<file path="src/rtl/standby_pkg.sv">
package standby_pkg;

  typedef enum logic [1:0] {
    ST_STARTUP = 2'd0,
    ST_ACTIVE  = 2'd1,
    ST_CONFIRM = 2'd2,
    ST_STANDBY = 2'd3
  } standbyState_e;

  typedef struct packed {
    logic timerClear;
    logic timerStep;
  } timerCtl_t;

endpackage

</file>
<file path="src/rtl/standby_timer_dp.sv">
module standby_timer_dp
  import standby_pkg::*;
#(
  parameter int WINDOW_TICKS = 125
) (
  input  logic      clk,
  input  logic      rst,
  input  timerCtl_t ctl,
  input  logic      fbBelowSkip,
  output logic      timerDone,
  output logic      skipReq
);

  localparam int CNT_W = $clog2(WINDOW_TICKS + 1);
  localparam logic [CNT_W-1:0] LAST = CNT_W'(WINDOW_TICKS - 1);

  logic [CNT_W-1:0] cntQ;
  logic             skipQ;

  always_ff @(posedge clk) begin
    if (rst || ctl.timerClear) begin
      cntQ <= '0;
    end else if (ctl.timerStep) begin
      cntQ <= cntQ + 1'b1;
    end
  end

  always_ff @(posedge clk) begin
    if (rst) begin
      skipQ <= 1'b0;
    end else begin
      skipQ <= fbBelowSkip;
    end
  end

  assign timerDone = (cntQ == LAST);
  assign skipReq   = skipQ;


  no_overflow_chk: assert property (@(posedge clk) disable iff (rst)
    cntQ <= LAST);


  skip_follow_chk: assert property (@(posedge clk) disable iff (rst)
    fbBelowSkip |=> skipReq);


  clear_zero_chk: assert property (@(posedge clk) disable iff (rst)
    ctl.timerClear |=> (cntQ == '0));

endmodule

</file>
<file path="src/rtl/standby_ctrl.sv">
module standby_ctrl
  import standby_pkg::*;
(
  input  logic      clk,
  input  logic      rst,
  input  logic      tick,
  input  logic      fbBelowSkip,
  input  logic      fbAboveExit,
  input  logic      startupDone,
  input  logic      faultLatched,
  input  logic      timerDone,
  output timerCtl_t ctl,
  output logic      auxEnable
);

  standbyState_e stateQ, stateD;

  always_comb begin
    stateD = stateQ;
    if (faultLatched) begin
      stateD = ST_STARTUP;
    end else begin
      unique case (stateQ)
        ST_STARTUP: if (startupDone) stateD = ST_ACTIVE;
        ST_ACTIVE:  if (fbBelowSkip) stateD = ST_CONFIRM;
        ST_CONFIRM: begin
          if (!fbBelowSkip)           stateD = ST_ACTIVE;
          else if (tick && timerDone) stateD = ST_STANDBY;
        end
        ST_STANDBY: if (fbAboveExit) stateD = ST_ACTIVE;
        default:                     stateD = ST_STARTUP;
      endcase
    end
  end

  always_ff @(posedge clk) begin
    if (rst) begin
      stateQ <= ST_STARTUP;
    end else begin
      stateQ <= stateD;
    end
  end

  always_comb begin
    ctl.timerClear = (stateQ != ST_CONFIRM);
    ctl.timerStep  = (stateQ == ST_CONFIRM) && tick && fbBelowSkip && !timerDone;
  end

  assign auxEnable = (stateQ == ST_ACTIVE) || (stateQ == ST_CONFIRM);


  fault_open_chk: assert property (@(posedge clk) disable iff (rst)
    faultLatched |=> !auxEnable);


  exit_fast_chk: assert property (@(posedge clk) disable iff (rst)
    (stateQ == ST_STANDBY && fbAboveExit && !faultLatched) |=> auxEnable);


  startup_hold_chk: assert property (@(posedge clk) disable iff (rst)
    (stateQ == ST_STARTUP && !startupDone) |=> !auxEnable);


  entry_confirmed_chk: assert property (@(posedge clk) disable iff (rst)
    ($fell(auxEnable) && !$past(faultLatched)) |-> $past(timerDone && tick));


  ripple_hold_chk: assert property (@(posedge clk) disable iff (rst)
    (stateQ == ST_STANDBY && !fbAboveExit) |=> !auxEnable);

endmodule

</file>
<file path="src/rtl/standby_event_mgr.sv">
module standby_event_mgr
  import standby_pkg::*;
#(
  parameter int WINDOW_TICKS = 125
) (
  input  logic clk,
  input  logic rst,
  input  logic tick,
  input  logic fbBelowSkip,
  input  logic fbAboveExit,
  input  logic startupDone,
  input  logic faultLatched,
  output logic skipReq,
  output logic auxEnable
);

  timerCtl_t timerCtl;
  logic      timerDone;

  standby_ctrl u_ctrl (
    .clk          (clk),
    .rst          (rst),
    .tick         (tick),
    .fbBelowSkip  (fbBelowSkip),
    .fbAboveExit  (fbAboveExit),
    .startupDone  (startupDone),
    .faultLatched (faultLatched),
    .timerDone    (timerDone),
    .ctl          (timerCtl),
    .auxEnable    (auxEnable)
  );

  standby_timer_dp #(.WINDOW_TICKS(WINDOW_TICKS)) u_dp (
    .clk         (clk),
    .rst         (rst),
    .ctl         (timerCtl),
    .fbBelowSkip (fbBelowSkip),
    .timerDone   (timerDone),
    .skipReq     (skipReq)
  );

endmodule

</file>
<file path="config.mk">
export PLATFORM = sky130hd
export DESIGN_NAME = standby_event_mgr
export DESIGN_NICKNAME = d
export VERILOG_FILES = /design/src/rtl/standby_pkg.sv /design/src/rtl/standby_timer_dp.sv /design/src/rtl/standby_ctrl.sv /design/src/rtl/standby_event_mgr.sv
export SDC_FILE = /design/constraint.sdc
export NUM_CORES = 1
export LEC_CHECK = 0
export ABC_AREA = 1
export BUFFER_PORTS_ARGS = -buffer_cell sky130_fd_sc_hd__buf_2
export CORE_MARGIN = 5
export CORE_UTILIZATION = 45
export CTS_CLUSTER_SIZE = 20
export DETAILED_ROUTE_END_ITERATION = 10
export MAX_ROUTING_LAYER = met4
export PLACE_DENSITY = 0.66
export SYNTH_ARGS = -nofsm -noshare
export SYNTH_HDL_FRONTEND = slang
export SYNTH_SLANG_ARGS = --single-unit
</file>
<file path="constraint.sdc">
create_clock -name clk -period 2.7 [get_ports clk]
set_clock_uncertainty 0.1 [all_clocks]
set_input_delay 0.81 -clock clk [delete_from_list [all_inputs] [get_ports clk]]
set_output_delay 0.81 -clock clk [all_outputs]
set_load 0.01 [all_outputs]
</file>
# After elaboration in Yosys (flattened, before gate mapping)
# Cells that the tools add are included.
dict set report word_totals {
  regBits 10
  out_inout_bits 2
  elab_cells 29
}
dict set report op_classes {
  n_addsub 1
  n_eq_ne 9
  muxes 6
  n_reduce_logical 10
}
# operator n
set op_table {}
lappend op_table {{$mux W2} 5}
lappend op_table {{$ne A2 B2 Y1 const B} 4}
lappend op_table {{$pmux W2 S4} 1}
lappend op_table {{$add A7 B1 Y7 const B} 1}
lappend op_table {{$eq A7 B7 Y1 const B} 1}
lappend op_table {{$eq A2 B2 Y1 const B} 2}
lappend op_table {{$logic_and A1 B1 Y1} 4}
lappend op_table {{$reduce_and A4 Y1} 1}
lappend op_table {{$ne A3 B2 Y1 const B} 1}
lappend op_table {{$eq A2 B1 Y1 const B} 1}
lappend op_table {{$logic_not A2 Y1} 1}
lappend op_table {{$logic_or A1 B1 Y1} 2}
lappend op_table {{$reduce_or A2 Y1} 1}
lappend op_table {{$logic_not A1 Y1} 1}

# Logic depth before layout (Yosys ltp)
# Gate-level depths: netlist of the first run.
dict set report logic_depth {
  depth_word 5
  depth_mapped 10
  depth_no_buf 10
}

# Hierarchy
# Synthesis of the first run repeated with hierarchy kept, for this count alone.
dict set report hier_totals {
  cells_unflattened 84
  hier_area_um2 581.8
}
# mod n_inst cells_each area_per_inst_um2 seq_area_each_um2
set modules_own_cells {}
lappend modules_own_cells {standby_timer_dp 1 49 362.8 160.2}
lappend modules_own_cells {standby_ctrl 1 35 219.0 40.0}

# Worst setup path before layout of the first run
# OpenSTA, ideal clock, no wires.
dict set report synth_path {
  kind {reg-to-output}
  from {reg u_ctrl.stateQ[0]}
  to {out auxEnable}
  arrival_time_ps 729
  setup_slack_ps 1061
  stages_incl_launch_ff 3
  cell_sequence {dfxtp_1 inv_1 ha_1}
}
dict set report synth_via {
  elab_chain_len 2
  elab_cells_between_ends 3
  classes_between {2 x eq/ne; 1 x reduce/logical}
}
# element line
set synth_rtl {}
lappend synth_rtl {{start, declared} standby_ctrl.sv:16} ;# standbyState_e stateQ, stateD;
lappend synth_rtl {{start signal, assigned} standby_ctrl.sv:40} ;# stateQ <= stateD;
lappend synth_rtl {{$eq A2 B1 Y1 / $eq A2 B2 Y1 (equally long branches)} standby_ctrl.sv:49} ;# assign auxEnable = (stateQ == ST_ACTIVE) || (stateQ == ST_CONFIRM);
lappend synth_rtl {{$logic_or A1 B1 Y1 (*)} standby_ctrl.sv:49}
lappend synth_rtl {{end, declared} standby_event_mgr.sv:14} ;# output logic auxEnable
# Every way passes the cells marked *; elsewhere a longest branch is shown, timed or not.

# Worst setup path after layout of the first run
# Ends and elaborated chain as after synthesis.

==> impl_metrics.toml, run 1 <==
[status]
outcome = "complete, no violations"

[worst_setup_path]
rr_endpoint = "u_dp.cntQ[3]"
rr_worst_depth = 9
r2r_start = "u_dp.cntQ[0]"
crit_chain = "inv_1 > ha_1 > buf_2"
worstSetupEndpointType = "output pin"
crit_fanout = 3
ff2ff_setup_slack_ns = 1.24
worstSetupPathType = "flop to output pin"
critPathSlowestCell = "dfxtp_1"
cp.arrival_ns = 1.14
worstSetupStartpointType = "flop"
crit_path_max_incr_delay_ns = 0.36
required_ns = 1.79

[clocking]
cts_buffers = 3
cts_resized = 0
htree_levels = 1
cts_tree = "yes"
insertion_delay_ns = 0.27
cts_buffer_depth = 2
path_clk_slew_ns = 0.07
cts_setup_buffers = 0
hold_buffers = 0
cts_root_buf = "clkbuf_4"
cts_sinks = 10

[route]
via_per_inst = 4.630
dr_wl_met2_um = 507
antenna_left = 0
wl_met1_um = 493
vias = 551
top_layer = "met4"
drc = 0
wirelength_mm = 1.070
first_pass_iters = 4
dr_wl_met3_um = 61
wl_per_cell_um = 8.992
drtIter0Drc = 7

[sta]
rsz0062_at_grt = "false"
finalCriticalPeriod_ns = 2.047
setup_slack_ns = 0.6527
setup_viol = 0
setup_tns_ns = 0
hold_slack_ns = 0.3947
maxSlewViolCount = 0
tightest_slew_ns = 0.2370
max_freq_ghz = 0.4884
slew_headroom = 0.8414
finalHoldViolCount = 0
finalCritPeriodShare = 0.7583

[die]
num_io_pins = 9
placementRows = 13
fp.dieArea_um2 = 2271
die_w_um = 47.66
start_util = 0.4843
design.core.area_um2 = 1318
die_h_um = 47.66

[cells_and_area]
diodes = 0
syn_to_final_growth_pct = 14.90
postLayoutCellArea_um2 = 733.2
instances_no_fill = 119
fin_util = 0.5565
drive_above_1_share = 0.2212
nets = 118

[placement]
dp_hpwl_um = 911
pre_cts_ws_ns = 0.9247
io_buffers = 8
dpl_cell_area_um2 = 696.9
gp_congestion = 0.7911
placed_cells = 115

[global_routing]
grt_pass1_wl_mm = 2.049
grtUsageTotal = 0.1360
grt_max_degree = 10
antenna_found_initial = 0
grt_pass1_vias = 551
gr-total-overflow = 0

[logic_synthesis]
syn_inst = 92
synth_seq_cells = 10
synth_warnings = 0
syn_area_per_cell_um2 = 6.936
yosysUniqueCellTypes = 20
seq_area_frac_synth = 0.3137
syn-num-nets = 105
netlist_area_um2 = 638.1

[power]
finalPower_mw = 0.3165
sequentialPowerShare = 0.480
ir_drop_v = 0.0002892
clkPwrFrac = 0.418
p_per_area_nw_per_um2 = 431.7
p_int_mw = 0.2453
power.switching_mw = 0.07125
leakage_nw = 0.3570
swShare = 0.2251
p_comb_frac = 0.103

[hold_path]
min_from = "u_dp.cntQ[1]"
worstHoldEndpoint = "u_dp.cntQ[1]"
worstHoldPathCells = 2
worstHoldPathType = "flop to flop"

[flow_run]
maxCapViolCount = 0
[synth_stat cells]
cell,instances,area share
nand2_1,20,0.12
inv_1,17,0.10
nor2_1,12,0.071
dfxtp_1,10,0.31
ha_1,6,0.12
a21oi_1,5,0.039
nand2_2,5,0.049
nand3_1,2,0.016
nand4_1,2,0.020
o21ai_1,2,0.016
xor2_1,2,0.027
a21boi_0,1,0.012
a21oi_2,1,0.014
inv_2,1,0.0059
nand2_4,1,0.018
nand3_2,1,0.016
nor2_2,1,0.0098
nor2_4,1,0.018
o21ai_0,1,0.0078
xnor2_1,1,0.014
[routing by layer]
layer,GRT usage,vias up
met5,-,-
met4,0.06989,0
met3,0.07519,2
met2,0.2086,8
met1,0.1390,236
li1,-,305
[worst max-delay path, delay by kind of cell (launching register included)]
family,cells,cell delay [ns]
DFF,1,0.36
adders and majority gates,1,0.30
buffers and inverters,2,0.22
[power groups by stage]
stage	Clock, mW	Sequential (mW)	Combinational [mW]
after detailed placement	0	0.155	0.0329
after global placement	0	0.155	0.0326
after CTS	0.138	0.152	0.0330
final	0.132	0.152	0.0325
after floorplan	0	0.155	0.0213
after global routing	0.150	0.152	0.0382
[state kept, by name, indices dropped and copies added (netlist names)]
| signal | count |
|---|---|
| u_dp.skipReq | 1 |
| u_ctrl.stateQ | 2 |
| u_dp.cntQ | 7 |
[final cells by class]
cell class / count / area, um2
fill: 137 / 584.3
inverter: 18 / 67.56
clock buffer: 4 / 36.28
multi-input combinational: 64 / 370.4
timing repair buffer: 8 / 40.04
sequential: 10 / 200.2
tap: 15 / 18.77
[cells in the final DEF, fill, tap and decap left out, types with 2 or more instances in the layout]
cell type / n
nand2_1: 20
inv_1: 17
nor2_1: 12
dfxtp_1: 10
buf_2: 8
ha_1: 6
nand2_2: 5
a21oi_1: 5
clkbuf_4: 3
o21ai_1: 2
nand4_1: 2
nand3_1: 2
xor2_1: 2
[cells by family after synthesis]
| group | after synthesis | synth area share |
|---|---|---|
| buffers and inverters | 18 | 0.1059 |
| AOI/OAI and AO/OA | 10 | 0.08823 |
| adders and majority gates | 6 | 0.1176 |
| and+or+nand+nor | 45 | 0.3333 |
| DFF | 10 | 0.3137 |
| xor gates and xnor gates | 3 | 0.04118 |
[worst max-delay path by stage]
stage | start | to | cells after the start
after global routing | u_ctrl.stateQ[0] | auxEnable | 3
after global placement | u_ctrl.stateQ[0] | auxEnable | 3
after floorplan | u_ctrl.stateQ[0] | auxEnable | 2
after CTS | u_ctrl.stateQ[0] | auxEnable | 3
final | u_ctrl.stateQ[0] | auxEnable | 3
after detailed placement | u_ctrl.stateQ[0] | auxEnable | 3
Power figures use the tool's default switching activity.
==> run 2, diff against run 1 <==
ABC_AREA = 0   (was 1)
clock period = 2 ns   (was 2.7 ns; I/O delays follow)
==> run 2 against run 1 <==
  * Synthesized area is 6.5% lower
  * Final area is 5.6% lower
  * Sequential share of layout area is 1.6 points higher
  * Critical path depth stayed put
  * Wire length is 4.3% lower
  * Global-route usage is 1.5 points lower
  * Utilization is 1.8 points lower
  * Synthesized cell count is 28% lower
  * Total power is 31% higher
  * Combinational power is 11% lower
  * Setup slack worse by 0.54 ns
==> impl_metrics.toml, run 2 <==
[status]
outcome = "complete, no violations"

[power]
swShare = 0.2116
finalPower_mw = 0.4142
ir_drop_v = 0.0005134
power.switching_mw = 0.08764
p_comb_frac = 0.070
p_per_area_nw_per_um2 = 598.6
sequentialPowerShare = 0.491
leakage_nw = 0.3005
clkPwrFrac = 0.439
p_int_mw = 0.3265

[route]
wirelength_mm = 1.024
wl_per_cell_um = 11.01
via_per_inst = 5.226
antenna_left = 0
drtIter0Drc = 7
vias = 486
first_pass_iters = 4
drc = 0

[placement]
io_buffers = 8
dp_hpwl_um = 835.6
gp_congestion = 0.7515

[logic_synthesis]
synth_top_family_by_area = "simple AND/OR/NAND/NOR gates"
yosysMostFrequentCell = "dfxtp_1"
synth_adder_area_share = 0.1258
netlist_top_cells_count = "dfxtp_1, nor2_1, inv_1"
yosysTopAreaCellShare = 0.3354
yosys.area.top_type = "dfxtp_1"
syn_inst = 66
synth-async-reset-ratio = 0
syn_area_per_cell_um2 = 9.043
yosysUniqueCellTypes = 25
syn-num-nets = 79
synth-simple-area-share = 0.2453
synth_edf_count = 0
synth_compound_area_frac = 0.1405
synth_seq_cells = 10
yosys-top-cells-area = "dfxtp_1, ha_1, mux2i_1, nor2_1, o211ai_1"
seq_area_frac_synth = 0.3354
synth-xor-area-share = 0.05870
synth_top_flop_cell = "dfxtp_1"
synth_warnings = 0
netlist_area_um2 = 596.8
synth_mux_area_frac = 0.05031

[die]
num_io_pins = 9
start_util = 0.4645
fp.dieArea_um2 = 2155
die_h_um = 46.42
die_w_um = 46.42
placementRows = 13
design.core.area_um2 = 1285

[cells_and_area]
top_register = "u_dp.cntQ"
syn_to_final_growth_pct = 15.93
n_fill_cell = 118
drive_above_1_share = 0.1923
multi_input_area_um2 = 370.4
nets = 92
seq_area_um2 = 200.2
diodes = 0
mostFrequentLayoutCell = "dfxtp_1"
final_cell_mix = "dfxtp_1, nor2_1, buf_2"
largest_reg_flops = 7

[sta]
finalCritPeriodShare = 0.9437
finalHoldViolCount = 0
slew_headroom = 0.8219
tightest_slew_ns = 0.2671
setup_viol = 0
max_freq_ghz = 0.5298
rsz0062_at_grt = "false"
setup_tns_ns = 0
maxSlewViolCount = 0
hold_slack_ns = 0.3985
finalCriticalPeriod_ns = 1.887

[clocking]
cts_setup_buffers = 0
path_clk_slew_ns = 0.07
cts_tree = "yes"
cts_root_buf = "clkbuf_4"
cts_buffers = 3
hold_buffers = 0
insertion_delay_ns = 0.27
cts_sinks = 10
cts_resized = 0
cts_buffer_depth = 2
htree_levels = 1

[global_routing]
antenna_found_initial = 0
use_met2 = 0.2060
busiest_layer = "met2"
grtUsageTotal = 0.1212
grt_pass1_vias = 456
grt_max_degree = 8
gr-total-overflow = 0
grt_use_met3 = 0.05859
use_met1 = 0.1155
grt_pass1_wl_mm = 1.752

[worst_setup_path]
worstSetupEndpointType = "output pin"
worstSetupPathType = "flop to output pin"
worstSetupStartpointType = "flop"
cp.arrival_ns = 1.19
required_ns = 1.30
rr_worst_depth = 6
crit_fanout = 4

[hold_path]
worstHoldPathCells = 1
worstHoldPathType = "flop to flop"

[flow_run]
maxCapViolCount = 0
run 2: changes by cell type in the layout (fill, tap and decap cells not counted), moves of 2 or more:
cell	previous run	this run
nand2_1	20	5
nor2_1	12	8
a21oi_1	5	1
mux2i_1	0	3
o21ai_1	2	0
and3_1	0	2
o211ai_1	0	4
nand2_2	5	0
inv_1	17	7
run 2: worst max-delay path: stages, from the launching register on:
cell	delay (ns)
dfxtp_1	0.39
inv_1	0.08
ha_1	0.31
buf_2	0.15
run 2: metal layers:
| metal | share of wire | up-vias | wire [um] |
|---|---|---|---|
| met1 | 0.45 | 217 | 457 |
| li1 | - | 257 | - |
| met3 | 0.063 | 2 | 65 |
| met2 | 0.48 | 10 | 487 |
| met5 | 0 | - | 0 |
| met4 | 0.014 | 0 | 14 |
run 2: power groups by stage:
stage | sequential (mW) | combinational [mW] | clock, mW
5_1_grt | 0.204 | 0.0326 | 0.202
6_report | 0.203 | 0.0290 | 0.182
3_3_place_gp | 0.208 | 0.0287 | 0
2_1_floorplan | 0.208 | 0.0157 | 0
3_5_place_dp | 0.208 | 0.0295 | 0
4_1_cts | 0.203 | 0.0296 | 0.191
run 2: layout make-up:
class / count / share of cell area
timing repair buffer: 8 / 0.05787
clock buffer: 4 / 0.05244
multi-input combinational: 49 / 0.5353
sequential: 10 / 0.2893
tap: 15 / 0.02712
inverter: 7 / 0.03797
run 2: kinds of logic after synthesis:
family                   count (synthesis)
flip-flops                              10
multiplexers                             3
AO/OA/AOI/OAI                           10
adder cells (fa/ha/maj)                  6
XOR/XNOR                                 4
AND/OR/NAND/NOR                         26
buffers and inverters                    7
run 2: final timing paths:
check                                     to        startpoint  slack, ns
worst max-delay path               auxEnable  u_ctrl.stateQ[0]       0.11
worst min register to register  u_dp.cntQ[6]      u_dp.cntQ[6]       0.40
worst min-delay path            u_dp.cntQ[6]      u_dp.cntQ[6]       0.40
worst max register to register  u_dp.cntQ[5]  u_ctrl.stateQ[0]       0.25
run 2: per-stage QoR:
stage          setup WS [ns]  instance area, um2  instances  utilization
6_report              0.1126               691.9         93       0.5385
3_5_place_dp          0.1955               655.6         89       0.5102
2_1_floorplan         0.3621               596.8         66            -
5_1_grt              0.03934               691.9         93       0.5385
4_1_cts              0.09315               691.9         93       0.5385
3_3_place_gp          0.2081               655.6         89       0.5102
==> run 3, diff against run 2 <==
CORE_AREA = 5 5 42 44   (was unset)
CORE_MARGIN = unset   (was 5)
CORE_UTILIZATION = unset   (was 45)
DIE_AREA = 0 0 47 49   (was unset)
==> run 3 against run 2 <==
  * Sequential share of layout area up 0.53 points
  * Fmax up 1.2%
  * Clock-buffer cell count down 1
  * Largest cell class unchanged
==> impl_metrics.toml, run 3 (same netlist as run 2, synthesis figures left out) <==
[worst_setup_path]
worstSetupEndpointType = "output pin"
crit_chain = "inv_1 > ha_1 > buf_2"
crit_buf_inv = 2
cp_top_family = "flip-flops"
required_ns = 1.30
crit_path_max_incr_delay_ns = 0.38
cp.arrival_ns = 1.17
worstSetupStartpointType = "flop"
crit_fanout = 4
critPathSlowestCell = "dfxtp_1"
worstSetupPathType = "flop to output pin"

[cells_and_area]
largest_reg_flops = 7
n_fill_cell = 139
instances_no_fill = 93
drive_above_1_share = 0.1818
mostFrequentLayoutCell = "dfxtp_1"
nets = 92
syn_to_final_growth_pct = 13.84
postLayoutCellArea_um2 = 679.4
final_cell_mix = "dfxtp_1, nor2_1, buf_2"
diodes = 0
top_register = "u_dp.cntQ"

[clocking]
cts_buffers = 3
hold_buffers = 0
insertion_delay_ns = 0.26
cts_tree = "yes"
cts_sinks = 10
cts_setup_buffers = 0
cts_resized = 0
cts_root_buf = "clkbuf_4"
path_clk_slew_ns = 0.06
cts_buffer_depth = 2
htree_levels = 1

[power]
sequentialPowerShare = 0.556
finalPower_mw = 0.3662
swShare = 0.2212
ir_drop_v = 0.0003284
p_per_area_nw_per_um2 = 539.0
p_comb_frac = 0.078
power.switching_mw = 0.08102
leakage_nw = 0.2934
clkPwrFrac = 0.366
p_int_mw = 0.2852

[die]
num_io_pins = 9
die_w_um = 47
start_util = 0.4259
die_h_um = 49
placementRows = 14
fp.dieArea_um2 = 2303
design.core.area_um2 = 1401

[global_routing]
grt_pass1_vias = 500
grt_max_degree = 8
gr-total-overflow = 0
grtUsageTotal = 0.1236
grt_pass1_wl_mm = 2.056
antenna_found_initial = 0

[route]
antenna_left = 0
first_pass_iters = 4
wirelength_mm = 1.092
drtIter0Drc = 8
wl_per_cell_um = 11.74
via_per_inst = 5.280
vias = 491
drc = 0

[placement]
pre_cts_ws_ns = 0.1912
dp_hpwl_um = 889.8
gp_congestion = 0.7330
io_buffers = 8
dpl_cell_area_um2 = 656.9
placed_cells = 90

[sta]
tightest_slew_ns = 0.2944
finalCriticalPeriod_ns = 1.865
maxSlewViolCount = 0
setup_slack_ns = 0.1345
rsz0062_at_grt = "false"
setup_tns_ns = 0
max_freq_ghz = 0.5361
finalHoldViolCount = 0
slew_headroom = 0.8037
finalCritPeriodShare = 0.9327
setup_viol = 0

[flow_run]
maxCapViolCount = 0

[status]
outcome = "complete, no violations"

[hold_path]
worstHoldPathType = "flop to flop"
[run 3: worst paths after layout]
path / slack, ns / end / depth (start not counted) / start
worst max-delay path: 0.13 / auxEnable / 3 / u_ctrl.stateQ[0]
worst min-delay path: 0.40 / u_dp.cntQ[6] / 1 / u_dp.cntQ[6]
worst max register to register: 0.24 / u_dp.cntQ[5] / 6 / u_ctrl.stateQ[0]
worst min register to register: 0.40 / u_dp.cntQ[6] / 1 / u_dp.cntQ[6]
[run 3: layer usage]
metal,GRT usage,vias to the layer above,wire (um)
met2,0.1833,8,540
li1,-,256,-
met1,0.1520,225,492
met3,0.04428,2,45
met5,-,-,0
met4,0.04147,0,13
[run 3: metrics by stage]
stage | utilization | hold WS, ns
final | 0.4848 | 0.3954
after detailed placement | 0.4688 | 0.3853
after CTS | 0.4848 | 0.3977
after global routing | 0.4848 | 0.4320
after floorplan | - | 0.3589
after global placement | 0.4688 | 0.3804
[run 3: layout make-up]
class,instances,area [um2],share of cell area
Clock buffer,3,22.52,0.03315
Sequential cell,10,200.2,0.2947
Inverter,7,26.28,0.03867
Timing Repair Buffer,8,40.04,0.05893
Multi-Input combinational cell,49,370.4,0.5451
Tap cell,16,20.02,0.02947
[run 3: power groups by stage]
stage | logic [mW] | clock network (mW) | registers (mW)
6_report | 0.0287 | 0.134 | 0.204
5_1_grt | 0.0330 | 0.153 | 0.204
2_1_floorplan | 0.0157 | 0 | 0.208
3_3_place_gp | 0.0287 | 0 | 0.208
4_1_cts | 0.0290 | 0.138 | 0.204
3_5_place_dp | 0.0289 | 0 | 0.208
